===== src/rtl/cfl_pkg.sv =====
package cfl_pkg;

    typedef enum logic [1:0] {
        OP_IDLE  = 2'd0,
        OP_START = 2'd1,
        OP_STOP  = 2'd2,
        OP_XFER  = 2'd3
    } tw_op_e;

    typedef enum logic [3:0] {
        S_START1 = 4'd0,
        S_DEVW   = 4'd1,
        S_WADDR  = 4'd2,
        S_START2 = 4'd3,
        S_DEVR   = 4'd4,
        S_RDBYTE = 4'd5,
        S_ACK    = 4'd6,
        S_STOP   = 4'd7,
        S_DONE   = 4'd8
    } seq_st_e;

    localparam logic [6:0] DEV_ADDR   = 7'b1010000;
    localparam int         WORD_W     = 6;
    localparam logic [5:0] WORD_FUNC  = 6'h00;
    localparam logic [5:0] WORD_COUNT = 6'h01;
    localparam logic [5:0] WORD_END   = 6'h27;
    localparam logic [7:0] FUNC_VAL   = 8'h00;
    localparam logic [7:0] COUNT_VAL  = 8'h25;
    localparam logic [7:0] END_MARK   = 8'h80;

endpackage


===== src/rtl/cfl_word_map.sv =====
module cfl_word_map
    import cfl_pkg::*;
(
    input  logic [WORD_W-1:0] word_i,
    output logic [7:0]        addr_o,
    output logic              skip_o
);
    logic [7:0] w;
    assign w = {{(8-WORD_W){1'b0}}, word_i};

    always_comb begin
        skip_o = 1'b0;
        addr_o = 8'h00;
        if (w >= 8'h02 && w <= 8'h05)      addr_o = w + 8'h42;
        else if (w >= 8'h06 && w <= 8'h0B) addr_o = w + 8'hCE;
        else if (w >= 8'h0D && w <= 8'h0E) addr_o = w + 8'hCF;
        else if (w >= 8'h0F && w <= 8'h1A) addr_o = w + 8'hB1;
        else if (w == 8'h1D)               addr_o = w + 8'hC3;
        else if (w >= 8'h1E && w <= 8'h1F) addr_o = w + 8'hC4;
        else if (w >= 8'h20 && w <= 8'h22) addr_o = w + 8'hC8;
        else if (w >= 8'h23 && w <= 8'h26) addr_o = w + 8'hC9;
        else                               skip_o = 1'b1;
    end
endmodule


===== src/rtl/cfl_tw_engine.sv =====
module cfl_tw_engine
    import cfl_pkg::*;
#(
    parameter int QDIV = 125
) (
    input  logic       clk,
    input  logic       rst_n,
    input  logic       go_i,
    input  tw_op_e     op_i,
    input  logic [8:0] tx_i,
    input  logic [3:0] len_i,
    input  logic       sda_i,
    output logic       done_o,
    output logic [7:0] rx_o,
    output logic       scl_o,
    output logic       sda_oe
);
    localparam int          CW       = (QDIV > 1) ? $clog2(QDIV) : 1;
    localparam logic [CW-1:0] CNT_LAST = CW'(QDIV - 1);

    typedef struct packed {
        tw_op_e      op;
        logic [1:0]  ph;
        logic [CW-1:0] cnt;
        logic [3:0]  left;
        logic [8:0]  tx;
        logic [7:0]  rx;
        logic        scl;
        logic        sda;
        logic        done;
    } eng_s;

    eng_s e_d, e_q;

    // returns {scl, sda} for a quarter of an operation
    function automatic logic [1:0] drive_lines(tw_op_e op, logic [1:0] ph, logic b);
        logic [1:0] r;
        r = 2'b11;
        case (op)
            OP_START: case (ph)
                2'd0:    r = 2'b01;
                2'd1:    r = 2'b11;
                2'd2:    r = 2'b10;
                default: r = 2'b00;
            endcase
            OP_STOP: case (ph)
                2'd0:    r = 2'b00;
                2'd1:    r = 2'b10;
                default: r = 2'b11;
            endcase
            OP_XFER: r = (ph == 2'd1 || ph == 2'd2) ? {1'b1, b} : {1'b0, b};
            default: r = 2'b11;
        endcase
        return r;
    endfunction

    always_comb begin
        e_d      = e_q;
        e_d.done = 1'b0;
        if (e_q.op == OP_IDLE) begin
            if (go_i && op_i != OP_IDLE) begin
                e_d.op   = op_i;
                e_d.ph   = 2'd0;
                e_d.cnt  = '0;
                e_d.tx   = tx_i;
                e_d.left = len_i;
                {e_d.scl, e_d.sda} = drive_lines(op_i, 2'd0, tx_i[8]);
            end
        end else if (e_q.cnt != CNT_LAST) begin
            e_d.cnt = e_q.cnt + 1'b1;
        end else begin
            e_d.cnt = '0;
            if (e_q.op == OP_XFER && e_q.ph == 2'd2)
                e_d.rx = {e_q.rx[6:0], sda_i};
            if (e_q.ph == 2'd3) begin
                if (e_q.op == OP_XFER && e_q.left > 4'd1) begin
                    e_d.left = e_q.left - 4'd1;
                    e_d.tx   = {e_q.tx[7:0], 1'b1};
                    e_d.ph   = 2'd0;
                end else begin
                    e_d.op   = OP_IDLE;
                    e_d.done = 1'b1;
                end
            end else begin
                e_d.ph = e_q.ph + 2'd1;
            end
            if (e_d.op != OP_IDLE)
                {e_d.scl, e_d.sda} = drive_lines(e_d.op, e_d.ph, e_d.tx[8]);
        end
    end

    always_ff @(posedge clk or negedge rst_n) begin
        if (!rst_n) begin
            e_q      <= '0;
            e_q.op   <= OP_IDLE;
            e_q.scl  <= 1'b1;
            e_q.sda  <= 1'b1;
        end else begin
            e_q <= e_d;
        end
    end

    assign done_o = e_q.done;
    assign rx_o   = e_q.rx;
    assign scl_o  = e_q.scl;
    assign sda_oe = ~e_q.sda;
endmodule


===== src/rtl/cfg_rom_loader.sv =====
module cfg_rom_loader
    import cfl_pkg::*;
#(
    parameter int QDIV = 125
) (
    input  logic       clk,
    input  logic       rst_n,
    output logic       scl_o,
    output logic       sda_oe,
    input  logic       sda_i,
    output logic [7:0] reg_addr,
    output logic [7:0] reg_data,
    output logic       reg_we,
    output logic [7:0] stat
);
    typedef struct packed {
        seq_st_e           st;
        logic              wait_e;
        logic [WORD_W-1:0] word;
        logic              nak;
        logic              err;
        logic              busy;
        logic              we;
        logic [7:0]        addr;
        logic [7:0]        data;
    } seq_s;

    seq_s s_d, s_q;

    logic       e_go, e_done;
    tw_op_e     e_op;
    logic [8:0] e_tx;
    logic [3:0] e_len;
    logic [7:0] e_rx;
    logic [7:0] map_addr;
    logic       map_skip;
    logic       hdr_bad, at_end;

    cfl_tw_engine #(.QDIV(QDIV)) u_eng (
        .clk   (clk),
        .rst_n (rst_n),
        .go_i  (e_go),
        .op_i  (e_op),
        .tx_i  (e_tx),
        .len_i (e_len),
        .sda_i (sda_i),
        .done_o(e_done),
        .rx_o  (e_rx),
        .scl_o (scl_o),
        .sda_oe(sda_oe)
    );

    cfl_word_map u_map (
        .word_i(s_q.word),
        .addr_o(map_addr),
        .skip_o(map_skip)
    );

    assign hdr_bad = (s_q.word == WORD_FUNC  && e_rx != FUNC_VAL) ||
                     (s_q.word == WORD_COUNT && e_rx != COUNT_VAL);
    assign at_end  = (s_q.word == WORD_END);

    always_comb begin
        s_d    = s_q;
        s_d.we = 1'b0;
        e_op   = OP_IDLE;
        e_tx   = 9'h1FF;
        e_len  = 4'd0;
        case (s_q.st)
            S_START1, S_START2: e_op = OP_START;
            S_DEVW:   begin e_op = OP_XFER; e_tx = {DEV_ADDR, 1'b0, 1'b1}; e_len = 4'd9; end
            S_WADDR:  begin e_op = OP_XFER; e_tx = {8'h00, 1'b1};          e_len = 4'd9; end
            S_DEVR:   begin e_op = OP_XFER; e_tx = {DEV_ADDR, 1'b1, 1'b1}; e_len = 4'd9; end
            S_RDBYTE: begin e_op = OP_XFER; e_tx = 9'h1FF;                 e_len = 4'd8; end
            S_ACK:    begin e_op = OP_XFER; e_tx = {s_q.nak, 8'hFF};       e_len = 4'd1; end
            S_STOP:   e_op = OP_STOP;
            default:  e_op = OP_IDLE;
        endcase
        e_go = (s_q.st != S_DONE) && !s_q.wait_e;
        if (e_go) s_d.wait_e = 1'b1;

        if (e_done) begin
            s_d.wait_e = 1'b0;
            case (s_q.st)
                S_START1: s_d.st = S_DEVW;
                S_DEVW:   if (e_rx[0]) begin s_d.err = 1'b1; s_d.st = S_STOP; end
                          else s_d.st = S_WADDR;
                S_WADDR:  if (e_rx[0]) begin s_d.err = 1'b1; s_d.st = S_STOP; end
                          else s_d.st = S_START2;
                S_START2: s_d.st = S_DEVR;
                S_DEVR:   if (e_rx[0]) begin s_d.err = 1'b1; s_d.st = S_STOP; end
                          else begin s_d.word = WORD_FUNC; s_d.st = S_RDBYTE; end
                S_RDBYTE: begin
                    if (hdr_bad || (at_end && e_rx != END_MARK)) s_d.err = 1'b1;
                    s_d.nak = hdr_bad || at_end;
                    if (!map_skip) begin
                        s_d.we   = 1'b1;
                        s_d.addr = map_addr;
                        s_d.data = e_rx;
                    end
                    s_d.st = S_ACK;
                end
                S_ACK:    if (s_q.nak) s_d.st = S_STOP;
                          else begin s_d.word = s_q.word + 1'b1; s_d.st = S_RDBYTE; end
                S_STOP:   begin s_d.busy = 1'b0; s_d.st = S_DONE; end
                default:  s_d.st = S_DONE;
            endcase
        end
    end

    always_ff @(posedge clk or negedge rst_n) begin
        if (!rst_n) begin
            s_q      <= '0;
            s_q.st   <= S_START1;
            s_q.busy <= 1'b1;
        end else begin
            s_q <= s_d;
        end
    end

    assign reg_we   = s_q.we;
    assign reg_addr = s_q.addr;
    assign reg_data = s_q.data;
    assign stat     = {3'b000, s_q.busy, 3'b000, s_q.err};
endmodule


===== config.mk =====
export PLATFORM = sky130hd
export DESIGN_NAME = cfg_rom_loader
export DESIGN_NICKNAME = d
export VERILOG_FILES = /design/src/rtl/cfl_pkg.sv /design/src/rtl/cfl_word_map.sv /design/src/rtl/cfl_tw_engine.sv /design/src/rtl/cfg_rom_loader.sv
export SDC_FILE = /design/constraint.sdc
export NUM_CORES = 1
export LEC_CHECK = 0
export ABC_CLOCK_PERIOD_IN_PS = 8700
export BUFFER_PORTS_ARGS = -buffer_cell sky130_fd_sc_hd__buf_4
export CAP_MARGIN = 20
export CORE_AREA = 2 2 113 115
export DETAILED_ROUTE_END_ITERATION = 7
export DIE_AREA = 0 0 115 117
export GPL_ROUTABILITY_DRIVEN = 0
export PLACE_DENSITY = 0.66
export SYNTH_ARGS = -nofsm -noshare
export SYNTH_HDL_FRONTEND = slang
export SYNTH_SLANG_ARGS = --single-unit
export TNS_END_PERCENT = 20

===== constraint.sdc =====
create_clock -name clk -period 8.7 [get_ports clk]
set_input_delay 0.87 -clock clk [delete_from_list [all_inputs] [get_ports clk]]
set_output_delay 0.87 -clock clk [all_outputs]
set_load 0.03 [all_outputs]

==> flow_metrics.env, run 1 <==
export IMPL_finalHoldViolations=0
export IMPL_p_sw_uw=135
export IMPL_post_cts_buffers=0
export IMPL_cp_arrival_ns=3.68
export IMPL_cts_resized=0
export IMPL_worstSetupPathType="register to register"
export IMPL_rsz0062_at_grt="false"
export IMPL_fin_util_pct=42.1
export IMPL_vdd_ir_drop_max_mv=0.0914
export IMPL_htreeDepth=3
export IMPL_finalCriticalPeriod_ns=3.48
export IMPL_clk_pin_slew_ns=0.06
export IMPL_synth_area_leaders="dfrtp_1, ha_1, o21ai_0"
export IMPL_synth_adder_area_share_pct=7.51
export IMPL_syn2layout_area_growth_pct=7.28
export IMPL_grt_pass1_wl_mm=20.1
export IMPL_met1_usage_pct=23.9
export IMPL_netlist_instances=558
export IMPL_setup_viol=0
export IMPL_drtAntennaViolNets=0
export IMPL_synth_async_reset_ratio_pct=100
export IMPL_ys_seq_area_share_pct=34.3
export IMPL_use_met2_pct=29.2
export IMPL_seqPwrFrac_pct=46.4
export IMPL_synthSimpleGateAreaFrac_pct=18.3
export IMPL_clock_skew_ns=0.00800
export IMPL_fin_crit_sh_pct=40.0
export IMPL_wl_per_cell_um=17.1
export IMPL_io_pins=30
export IMPL_layout_drive_gt1_share_pct=13.1
export IMPL_antenna_found_initial=0
export IMPL_cp_max_fo=20
export IMPL_yosys_cell_count_top_type="dfrtp_1"
export IMPL_synth_top_area_share_pct=32.6
export IMPL_yosys_warnings=0
export IMPL_drcViolationCount=0
export IMPL_cts_buffers=9
export IMPL_fp_dieArea_um2=13500
export IMPL_ys_ff_latch=66
export IMPL_tightest_slew_ns=0.840
export IMPL_switching_share_pct=20.4
export IMPL_die_h_um=117
export IMPL_core_um2=12300
export IMPL_synth_xor_area_share_pct=2.54
export IMPL_relSlewSlack_pct=44.0
export IMPL_drt_iter0_markers=439
export IMPL_drt_vias_per_instance=6.04
export IMPL_synth_top_family_by_area="compound AO/OA/AOI/OAI gates"
export IMPL_hpwl_mm=8.51
export IMPL_grt_start_max_net_pins=67
export IMPL_fp_dieW_um=115
export IMPL_fin_ws_ns=5.22
export IMPL_cp_start_kind="register"
export IMPL_antenna_cells=0
export IMPL_initial_core_util_pct=39.2
export IMPL_synth_top_area_cell="dfrtp_1"
export IMPL_clk_latency_ns=0.33
export IMPL_maxCapViolations=0
export IMPL_use_met3_pct=3.40
export IMPL_avgSynthCellArea_um2=8.66
export IMPL_synth_main_ff_cell="dfrtp_1"
export IMPL_end_kind="register"
export IMPL_synthTopCellsByCount="dfrtp_1, nand2_1, o21ai_0"
export IMPL_grt_pass1_vias=4069
export IMPL_nets=572
export IMPL_pwr_share_clk_pct=52.1
export IMPL_rows=41
export IMPL_required_ns=8.91
export IMPL_cts_hold_buf=0
export IMPL_setup_tns_ns=0
export IMPL_synth_edff_count=0
export IMPL_synth_compound_area_share_pct=24.6
export IMPL_synthMuxAreaShare_pct=4.35
export IMPL_fillerInstances=1198
export IMPL_overflow=0
export IMPL_tritoncts="built"
export IMPL_clkSinkCount=66
export IMPL_cts_root_buf="clkbuf_16"
export IMPL_busiest_layer="met2"
export IMPL_num_vias=4185
export IMPL_track_usage_pct=18.5
export IMPL_synth_cell_types=75
export IMPL_clockBufferDepth=2
export IMPL_drtPass1Iterations=5
export IMPL_routed_wl_mm=11.8
export IMPL_status="finished clean"
export IMPL_dpl_worst_slack_ns=5.34
export IMPL_p_leak_nw=2.23
export IMPL_p_per_area_nw_per_um2=128
export IMPL_slew_viol_final=0
export IMPL_p_comb_share_pct=1.5
export IMPL_numPortBuffers=23
export IMPL_fmax_mhz=288
export IMPL_hp_class="register to register"
export IMPL_p_int_uw=527
export IMPL_syn_area_um2=4830
[critical path, cell delays in order, from the launching register on]
cell	delay, ns
dfrtp_1	0.78
clkinv_1	0.48
ha_1	0.38
and3b_1	0.20
o21ai_0	0.25
a21boi_2	0.35
o211ai_2	0.21
nand2_4	0.23
inv_2	0.13
mux2_1	0.33
[final timing paths]
check                                           from                   endpoint  slack [ns]  cells after the start
setup reg to reg                 s_q[24]$_DFFE_PN0P_    reg_addr[0]$_DFFE_PN0P_        5.22                      9
min in group asynchronous                      rst_n  u_eng.e_q[20]$_DFFE_PN0P_        0.65                      1
hold / removal             u_eng.e_q[11]$_DFFE_PN0P_  u_eng.e_q[11]$_DFFE_PN0P_        0.48                      1
hold reg to reg            u_eng.e_q[11]$_DFFE_PN0P_  u_eng.e_q[11]$_DFFE_PN0P_        0.48                      1
max in group asynchronous                      rst_n    reg_addr[4]$_DFFE_PN0P_        7.50                      1
setup / recovery                 s_q[24]$_DFFE_PN0P_    reg_addr[0]$_DFFE_PN0P_        5.22                      9
[sequential cells by signal (all words and copies together), names as in the netlist]
register and flops:
u_eng.e_q 25, u_eng.rx_o 8, reg_we 1, u_eng.done_o 1, s_q 12, reg_data 8, stat 2, reg_addr 8
u_eng.scl_o 1
[power groups by stage]
stage | Sequential [mW] | Clock (mW) | Combinational [mW]
after floorplan | 0.313 | 0 | 0.00545
after global placement | 0.313 | 0 | 0.0102
after detailed placement | 0.313 | 0 | 0.0103
after CTS | 0.307 | 0.355 | 0.0103
after global routing | 0.307 | 0.366 | 0.0115
final | 0.307 | 0.345 | 0.00979
[cell type report]
cell class / instances / area, um2 / share of cell area (%)
Sequential cell: 66 / 1660 / 31.9
Inverter: 23 / 86.3 / 1.67
Clock inverter: 4 / 55.1 / 1.06
Multi-Input combinational cell: 416 / 2790 / 53.8
Tap cell: 150 / 188 / 3.62
Timing Repair Buffer: 24 / 180 / 3.48
Clock buffer: 10 / 229 / 4.42
[per-layer routing]
layer  vias up  wire length (um)  share of wire, %
li1       1967                 -                 -
met1      2002              5020                42
met2       167              5480                46
met3        49               732               6.2
met4         0               603               5.1
met5         -                 0                 0
[metrics by stage]
step	hold WS [ns]	std cells	power, mW	instance area [um2]
after floorplan	0.440	563	0.318	4850
after global placement	0.457	679	0.323	4900
after detailed placement	0.465	679	0.323	4900
after CTS	0.482	693	0.673	5180
after global routing	0.502	693	0.684	5180
final	0.478	693	0.662	5180
[cells by family (layout without fill, tap and decap cells)]
logic type,Yosys count,count (layout)
AOI/OAI and AO/OA,172,172
buffers and inverters,81,61
and+or+nand+nor,176,176
other,1,6
DFF,66,66
muxes,19,19
xor gates and xnor gates,14,14
adders and majority gates,29,29
[placed cells by master, fill, tap and decap left out, drive strengths merged, types with 16 or more instances in the layout]
master,Yosys,final
nand3,20,20
a31oi,17,17
mux2,16,16
o21ai,47,47
buf,29,24
a21oi,32,32
nand2,52,52
inv,22,22
nor2,32,32
ha,29,29
dfrtp,63,63
Power figures use the tool's default switching activity.
==> inputs of run 2 (changes only) <==
- ABC_CLOCK_PERIOD_IN_PS: 8700 -> 3600
- clock period: 8.7 -> 3.6 ns (I/O delays scaled with it)
==> run 2 against run 1 <==
Sequential share of layout area decreased by 0.46 points. Wire length is 1.9% higher. Die area did not move. Clock skew is 0.00085 ns higher. First-iteration DRC count grew 18%. Setup slack got worse by 4.7 ns. Fmax up 14%. Combinational power is 140% higher. Largest power group unchanged. Highest routed layer unchanged.
==> flow_metrics.env, run 2 (synthesis results as in run 1) <==
export IMPL_cp_arrival_ns=3.26
export IMPL_reg_largest_list="u_eng.e_q (25), s_q (12)"
export IMPL_routed_wl_mm=12.1
export IMPL_initial_core_util_pct=39.2
export IMPL_post_cts_buffers=0
export IMPL_cts_hold_buf=0
export IMPL_crit_family="compound AO/OA/AOI/OAI gates"
export IMPL_p_per_area_nw_per_um2=313
export IMPL_path_depth=8
export IMPL_die_h_um=117
export IMPL_r2r_end="reg_addr[0]$_DFFE_PN0P_"
export IMPL_io_pins=30
export IMPL_antenna_found_initial=0
export IMPL_cp_start_kind="register"
export IMPL_cts_buffers=9
export IMPL_use_met2_pct=28.9
export IMPL_cts_root_buf="clkbuf_16"
export IMPL_cts_resized=0
export IMPL_antenna_cells=0
export IMPL_finalHoldViolations=0
export IMPL_setup_tns_ns=0
export IMPL_fin_crit_sh_pct=84.8
export IMPL_top_register="u_eng.e_q"
export IMPL_vdd_ir_drop_max_mv=0.202
export IMPL_final_cell_mix="dfrtp_1, nand2_1, o21ai_0"
export IMPL_drcViolationCount=0
export IMPL_worstSetupPathType="register to register"
export IMPL_rr_startpoint="s_q[22]$_DFFE_PN0P_"
export IMPL_grt_pass1_wl_mm=20.2
export IMPL_status="finished clean"
export IMPL_syn2layout_area_growth_pct=8.86
export IMPL_busiest_layer="met2"
export IMPL_p_leak_nw=2.29
export IMPL_path_cells="ha_1 > nand3b_1 > a221oi_4 > a211oi_2 > o211ai_2 > nand2_4 > inv_2 > mux2_1"
export IMPL_clockBufferDepth=2
export IMPL_fp_dieW_um=115
export IMPL_tritoncts="built"
export IMPL_nets=580
export IMPL_fp_dieArea_um2=13500
export IMPL_fmax_mhz=328
export IMPL_tightest_slew_ns=0.827
export IMPL_clock_skew_ns=0.00885
export IMPL_largest_reg_flops=25
export IMPL_slew_viol_final=0
export IMPL_layout_drive_gt1_share_pct=14.8
export IMPL_reg2reg_slack_ns=0.55
export IMPL_drt_vias_per_instance=6.02
export IMPL_wl_per_cell_um=17.1
export IMPL_relSlewSlack_pct=44.9
export IMPL_drt_iter0_markers=516
export IMPL_htreeDepth=3
export IMPL_final_common_cell="dfrtp_1"
export IMPL_required_ns=3.81
export IMPL_use_met3_pct=4.33
export IMPL_rsz0062_at_grt="false"
export IMPL_slowest_delay_ns=0.61
export IMPL_num_vias=4235
export IMPL_overflow=0
export IMPL_grt_start_max_net_pins=67
export IMPL_clk_pin_slew_ns=0.06
export IMPL_grt_pass1_vias=4035
export IMPL_clk_latency_ns=0.33
export IMPL_drtAntennaViolNets=0
export IMPL_drtPass1Iterations=6
export IMPL_fillerInstances=1197
export IMPL_whs_ns=0.130
export IMPL_crit_slowest_cell="dfrtp_1"
export IMPL_hp_class="input port to async pin"
export IMPL_met1_usage_pct=24.5
export IMPL_setup_viol=0
export IMPL_rows=41
export IMPL_cp_max_fo=12
export IMPL_crit_start="s_q[22]$_DFFE_PN0P_"
export IMPL_finalCriticalPeriod_ns=3.05
export IMPL_end_kind="register"
export IMPL_r2r_cells=8
export IMPL_cp_endpoint="reg_addr[0]$_DFFE_PN0P_"
export IMPL_core_um2=12300
export IMPL_track_usage_pct=18.7
export IMPL_crit_buf_inv=1
export IMPL_numPortBuffers=23
export IMPL_clkSinkCount=66
export IMPL_maxCapViolations=0
export IMPL_hpwl_mm=8.53
run 2: power breakdown:
part	internal, mW	switching, mW	leakage, nW
combinational	0.00134	0.0222	1.30
sequential	0.742	0	0.844
clock	0.540	0.339	0.150
total	1.28	0.361	2.29
run 2: per-stage QoR:
| step | instances | cell area [um2] | util [%] | total power, mW | worst slack [ns] |
|---|---|---|---|---|---|
| finish | 703 | 5260 | 42.7 | 1.64 | 0.548 |
| floorplan | 563 | 4850 | - | 0.769 | 0.675 |
| global route | 703 | 5260 | 42.7 | 1.71 | 0.334 |
| CTS | 703 | 5260 | 42.7 | 1.67 | 0.594 |
| global placement | 687 | 4960 | 40.3 | 0.780 | 0.739 |
| detailed placement | 687 | 4960 | 40.3 | 0.781 | 0.618 |
run 2: worst min path at each step:
stage	startpoint	to	slack [ns]	depth (start not counted)
finish	rst_n	u_eng.e_q[11]$_DFFE_PN0P_	0.13	1
detailed placement	u_eng.e_q[11]$_DFFE_PN0P_	u_eng.e_q[11]$_DFFE_PN0P_	0.46	1
CTS	rst_n	u_eng.e_q[33]$_DFFE_PN0P_	0.17	1
floorplan	rst_n	reg_addr[0]$_DFFE_PN0P_	0.06	0
global placement	u_eng.e_q[13]$_DFFE_PN0P_	u_eng.e_q[14]$_DFFE_PN0P_	0.46	2
global route	rst_n	u_eng.e_q[11]$_DFFE_PN0P_	0.20	1
run 2: layer usage:
metal | vias up | routed length [um]
met1 | 2059 | 5260
met2 | 153 | 5590
met5 | - | 0
met4 | 0 | 524
met3 | 43 | 675
li1 | 1980 | -
run 2: worst register-to-register path, delay by kind of cell, from the launching register on:
kind | cells | cell delay [ns]
compound gates | 3 | 0.81
simple gates | 2 | 0.40
fa+ha+maj | 1 | 0.57
buf+inv | 1 | 0.19
mux | 1 | 0.35
flops | 1 | 0.61
run 2: final cells by class:
type / instances / area, um2 / share of cell area [%]
Clock buffer: 9 / 225 / 4.28
Multi-Input combinational cell: 416 / 2790 / 53.0
Sequential cell: 66 / 1660 / 31.5
Timing Repair Buffer: 32 / 240 / 4.57
Tap cell: 150 / 188 / 3.57
Inverter: 23 / 86.3 / 1.64
Clock inverter: 7 / 75.1 / 1.43
==> inputs of run 3 (changes only) <==
- ABC_AREA: default -> 1
- ABC_CLOCK_PERIOD_IN_PS: 3600 -> 3150
- CORE_AREA: 2 2 113 115 -> 2 2 114 116
- DIE_AREA: 0 0 115 117 -> 0 0 116 118
- PLACE_DENSITY: 0.66 -> 0.65
- clock period: 3.6 -> 3.15 ns (I/O delays scaled with it)
==> run 3 against run 2 <==
Area after synthesis increased by 0.47%. Sequential share of layout area decreased by 0.24 points. Clock-buffer cell count increased by 5. Highest routed layer unchanged. Critical path type unchanged. Via count decreased by 3.2%.
==> flow_metrics.env, run 3 <==
export IMPL_status="finished clean"
export IMPL_htreeDepth=3
export IMPL_cts_root_buf="clkbuf_16"
export IMPL_vdd_ir_drop_max_mv=0.237
export IMPL_track_usage_pct=17.1
export IMPL_hpwl_mm=8.21
export IMPL_fin_ws_ns=0.565
export IMPL_tightest_slew_ns=0.892
export IMPL_clk_latency_ns=0.33
export IMPL_fin_crit_sh_pct=82.1
export IMPL_met1_usage_pct=23.7
export IMPL_post_cts_buffers=0
export IMPL_power_mw=1.89
export IMPL_cp_arrival_ns=2.79
export IMPL_syn2layout_area_growth_pct=9.18
export IMPL_largest_reg_flops=25
export IMPL_numPortBuffers=23
export IMPL_die_h_um=118
export IMPL_finalCriticalPeriod_ns=2.58
export IMPL_avgSynthCellArea_um2=7.84
export IMPL_p_per_area_nw_per_um2=357
export IMPL_rows=41
export IMPL_grt_pass1_wl_mm=19.1
export IMPL_cts_resized=0
export IMPL_drt_vias_per_instance=5.10
export IMPL_num_vias=4099
export IMPL_busiest_layer="met2"
export IMPL_layout_drive_gt1_share_pct=17.6
export IMPL_relSlewSlack_pct=39.0
export IMPL_clockBufferDepth=2
export IMPL_synth_main_ff_cell="dfrtp_1"
export IMPL_fmax_mhz=387
export IMPL_grt_pass1_vias=3967
export IMPL_use_met2_pct=26.6
export IMPL_synth_cell_types=51
export IMPL_worstSetupPathType="register to register"
export IMPL_clk_pin_slew_ns=0.06
export IMPL_rr_startpoint="s_q[21]$_DFFE_PN0P_"
export IMPL_drtPass1Iterations=7
export IMPL_fp_dieW_um=116
export IMPL_drcViolationCount=0
export IMPL_final_cell_mix="nand2_1, inv_1, dfrtp_1"
export IMPL_slew_viol_final=0
export IMPL_synth_top_area_cell="dfrtp_1"
export IMPL_final_common_cell="nand2_1"
export IMPL_cp_start_kind="register"
export IMPL_yosys_cell_count_top_type="nand2_1"
export IMPL_use_met3_pct=3.14
export IMPL_cp_max_fo=26
export IMPL_hp_class="input port to async pin"
export IMPL_drt_iter0_markers=444
export IMPL_synth_async_reset_ratio_pct=100
export IMPL_synth_edff_count=0
export IMPL_ys_seq_area_share_pct=34.1
export IMPL_initial_core_util_pct=39.1
export IMPL_nets=658
export IMPL_ys_ff_latch=66
export IMPL_top_register="u_eng.e_q"
export IMPL_yosys_warnings=0
export IMPL_io_pins=30
export IMPL_setup_viol=0
export IMPL_rsz0062_at_grt="false"
export IMPL_maxCapViolations=0
export IMPL_tritoncts="built"
export IMPL_cts_buffers=9
export IMPL_clkSinkCount=66
export IMPL_antenna_found_initial=0
export IMPL_synth_area_leaders="dfrtp_1, nand2_1, ha_1"
export IMPL_overflow=0
export IMPL_crit_start="s_q[21]$_DFFE_PN0P_"
export IMPL_core_um2=12400
export IMPL_clock_skew_ns=0.0101
export IMPL_drtAntennaViolNets=0
export IMPL_setup_tns_ns=0
export IMPL_cts_hold_buf=0
export IMPL_dpl_worst_slack_ns=0.637
export IMPL_synth_top_area_share_pct=32.5
export IMPL_syn_area_um2=4850
export IMPL_p_leak_nw=2.55
export IMPL_layout_cells_non_filler=803
export IMPL_finalHoldViolations=0
export IMPL_routed_wl_mm=11.2
export IMPL_end_kind="register"
export IMPL_required_ns=3.36
export IMPL_antenna_cells=0
export IMPL_synthTopCellsByCount="nand2_1, inv_1, dfrtp_1"
export IMPL_reg_largest_list="u_eng.e_q (25), s_q (12)"
export IMPL_fp_dieArea_um2=13700
export IMPL_grt_start_max_net_pins=67
export IMPL_placed_cells=787
export IMPL_wl_per_cell_um=13.9
export IMPL_netlist_instances=619
==> run 3: cell types whose count changed after synthesis, moves of 9 or more <==
cell / previous run / this run
nand2_1: 51 / 125
inv_1: 21 / 65
clkbuf_1: 29 / 2
nor2_1: 32 / 53
nand2_2: 0 / 20
nand3_1: 20 / 37
mux2_2: 15 / 0
o21ai_1: 0 / 14
nor3_1: 15 / 2
a31oi_1: 15 / 3
xor2_1: 5 / 17
o22ai_1: 2 / 12
o21ai_0: 47 / 38
o21ai_2: 0 / 9
==> run 3: layer usage <==
layer  vias up  part of all wire [%]
met2       112                    47
met4         0                   2.2
met5         -                     0
met1      1965                    48
met3        21                   3.1
li1       2001                     -
==> run 3: final timing paths <==
kind | to | slack, ns | cells past startpoint
worst min-delay path | reg_data[5]$_DFFE_PN0P_ | 0.09 | 1
max in group asynchronous | u_eng.e_q[17]$_DFFE_PN0P_ | 2.51 | 1
worst min register to register | stat[4]$_DFFE_PN1P_ | 0.46 | 2
min in group clk | u_eng.rx_o[0]$_DFFE_PN0P_ | 0.25 | 3
worst max-delay path | reg_addr[7]$_DFFE_PN0P_ | 0.57 | 12
worst max register to register | reg_addr[7]$_DFFE_PN0P_ | 0.57 | 12
==> run 3: where the power goes <==
group | total (mW) | internal, mW | switching (mW)
clock network | 1.01 | 0.655 | 0.352
logic | 0.0316 | 0.00260 | 0.0290
registers | 0.850 | 0.850 | 0.000584
total | 1.89 | 1.51 | 0.382
==> run 3: kinds of logic after synthesis <==
| family | Yosys count | synth area share, % |
|---|---|---|
| compound gates | 122 | 15.2 |
| xor+xnor | 20 | 3.61 |
| fa+ha+maj | 29 | 7.48 |
| buf+inv | 112 | 12.1 |
| flops | 66 | 34.1 |
| other cells | 1 | 0.0773 |
| simple gates | 269 | 27.4 |
==> run 3: layout make-up <==
cell class | instances | area [um2]
fill | 1249 | 7120
multi-input combinational | 446 | 2630
sequential | 66 | 1660
inverter | 79 | 322
clock buffer | 14 | 264
tap | 172 | 215
timing repair buffer | 24 | 180
clock inverter | 2 | 35.0
==> run 3: stage by stage <==
| stage | hold WS (ns) | instance area, um2 | util (%) |
|---|---|---|---|
| 4_1_cts | 0.129 | 5300 | 42.7 |
| 5_1_grt | 0.162 | 5300 | 42.7 |
| 3_5_place_dp | 0.454 | 5000 | 40.3 |
| 2_1_floorplan | 0.0194 | 4870 | - |
| 6_report | 0.0922 | 5300 | 42.7 |
| 3_3_place_gp | 0.450 | 5000 | 40.3 |
==> run 3: worst max-delay path: stages, from the launching register on <==
cell     delay, ns
dfrtp_1       0.58
inv_1         0.29
ha_1          0.37
o21ai_2       0.18
a21oi_2       0.08
nand2_4       0.11
nand2_1       0.09
inv_2         0.11
nand4_4       0.13
nand2_8       0.23
inv_4         0.09
nor2_1        0.13
a21oi_1       0.06
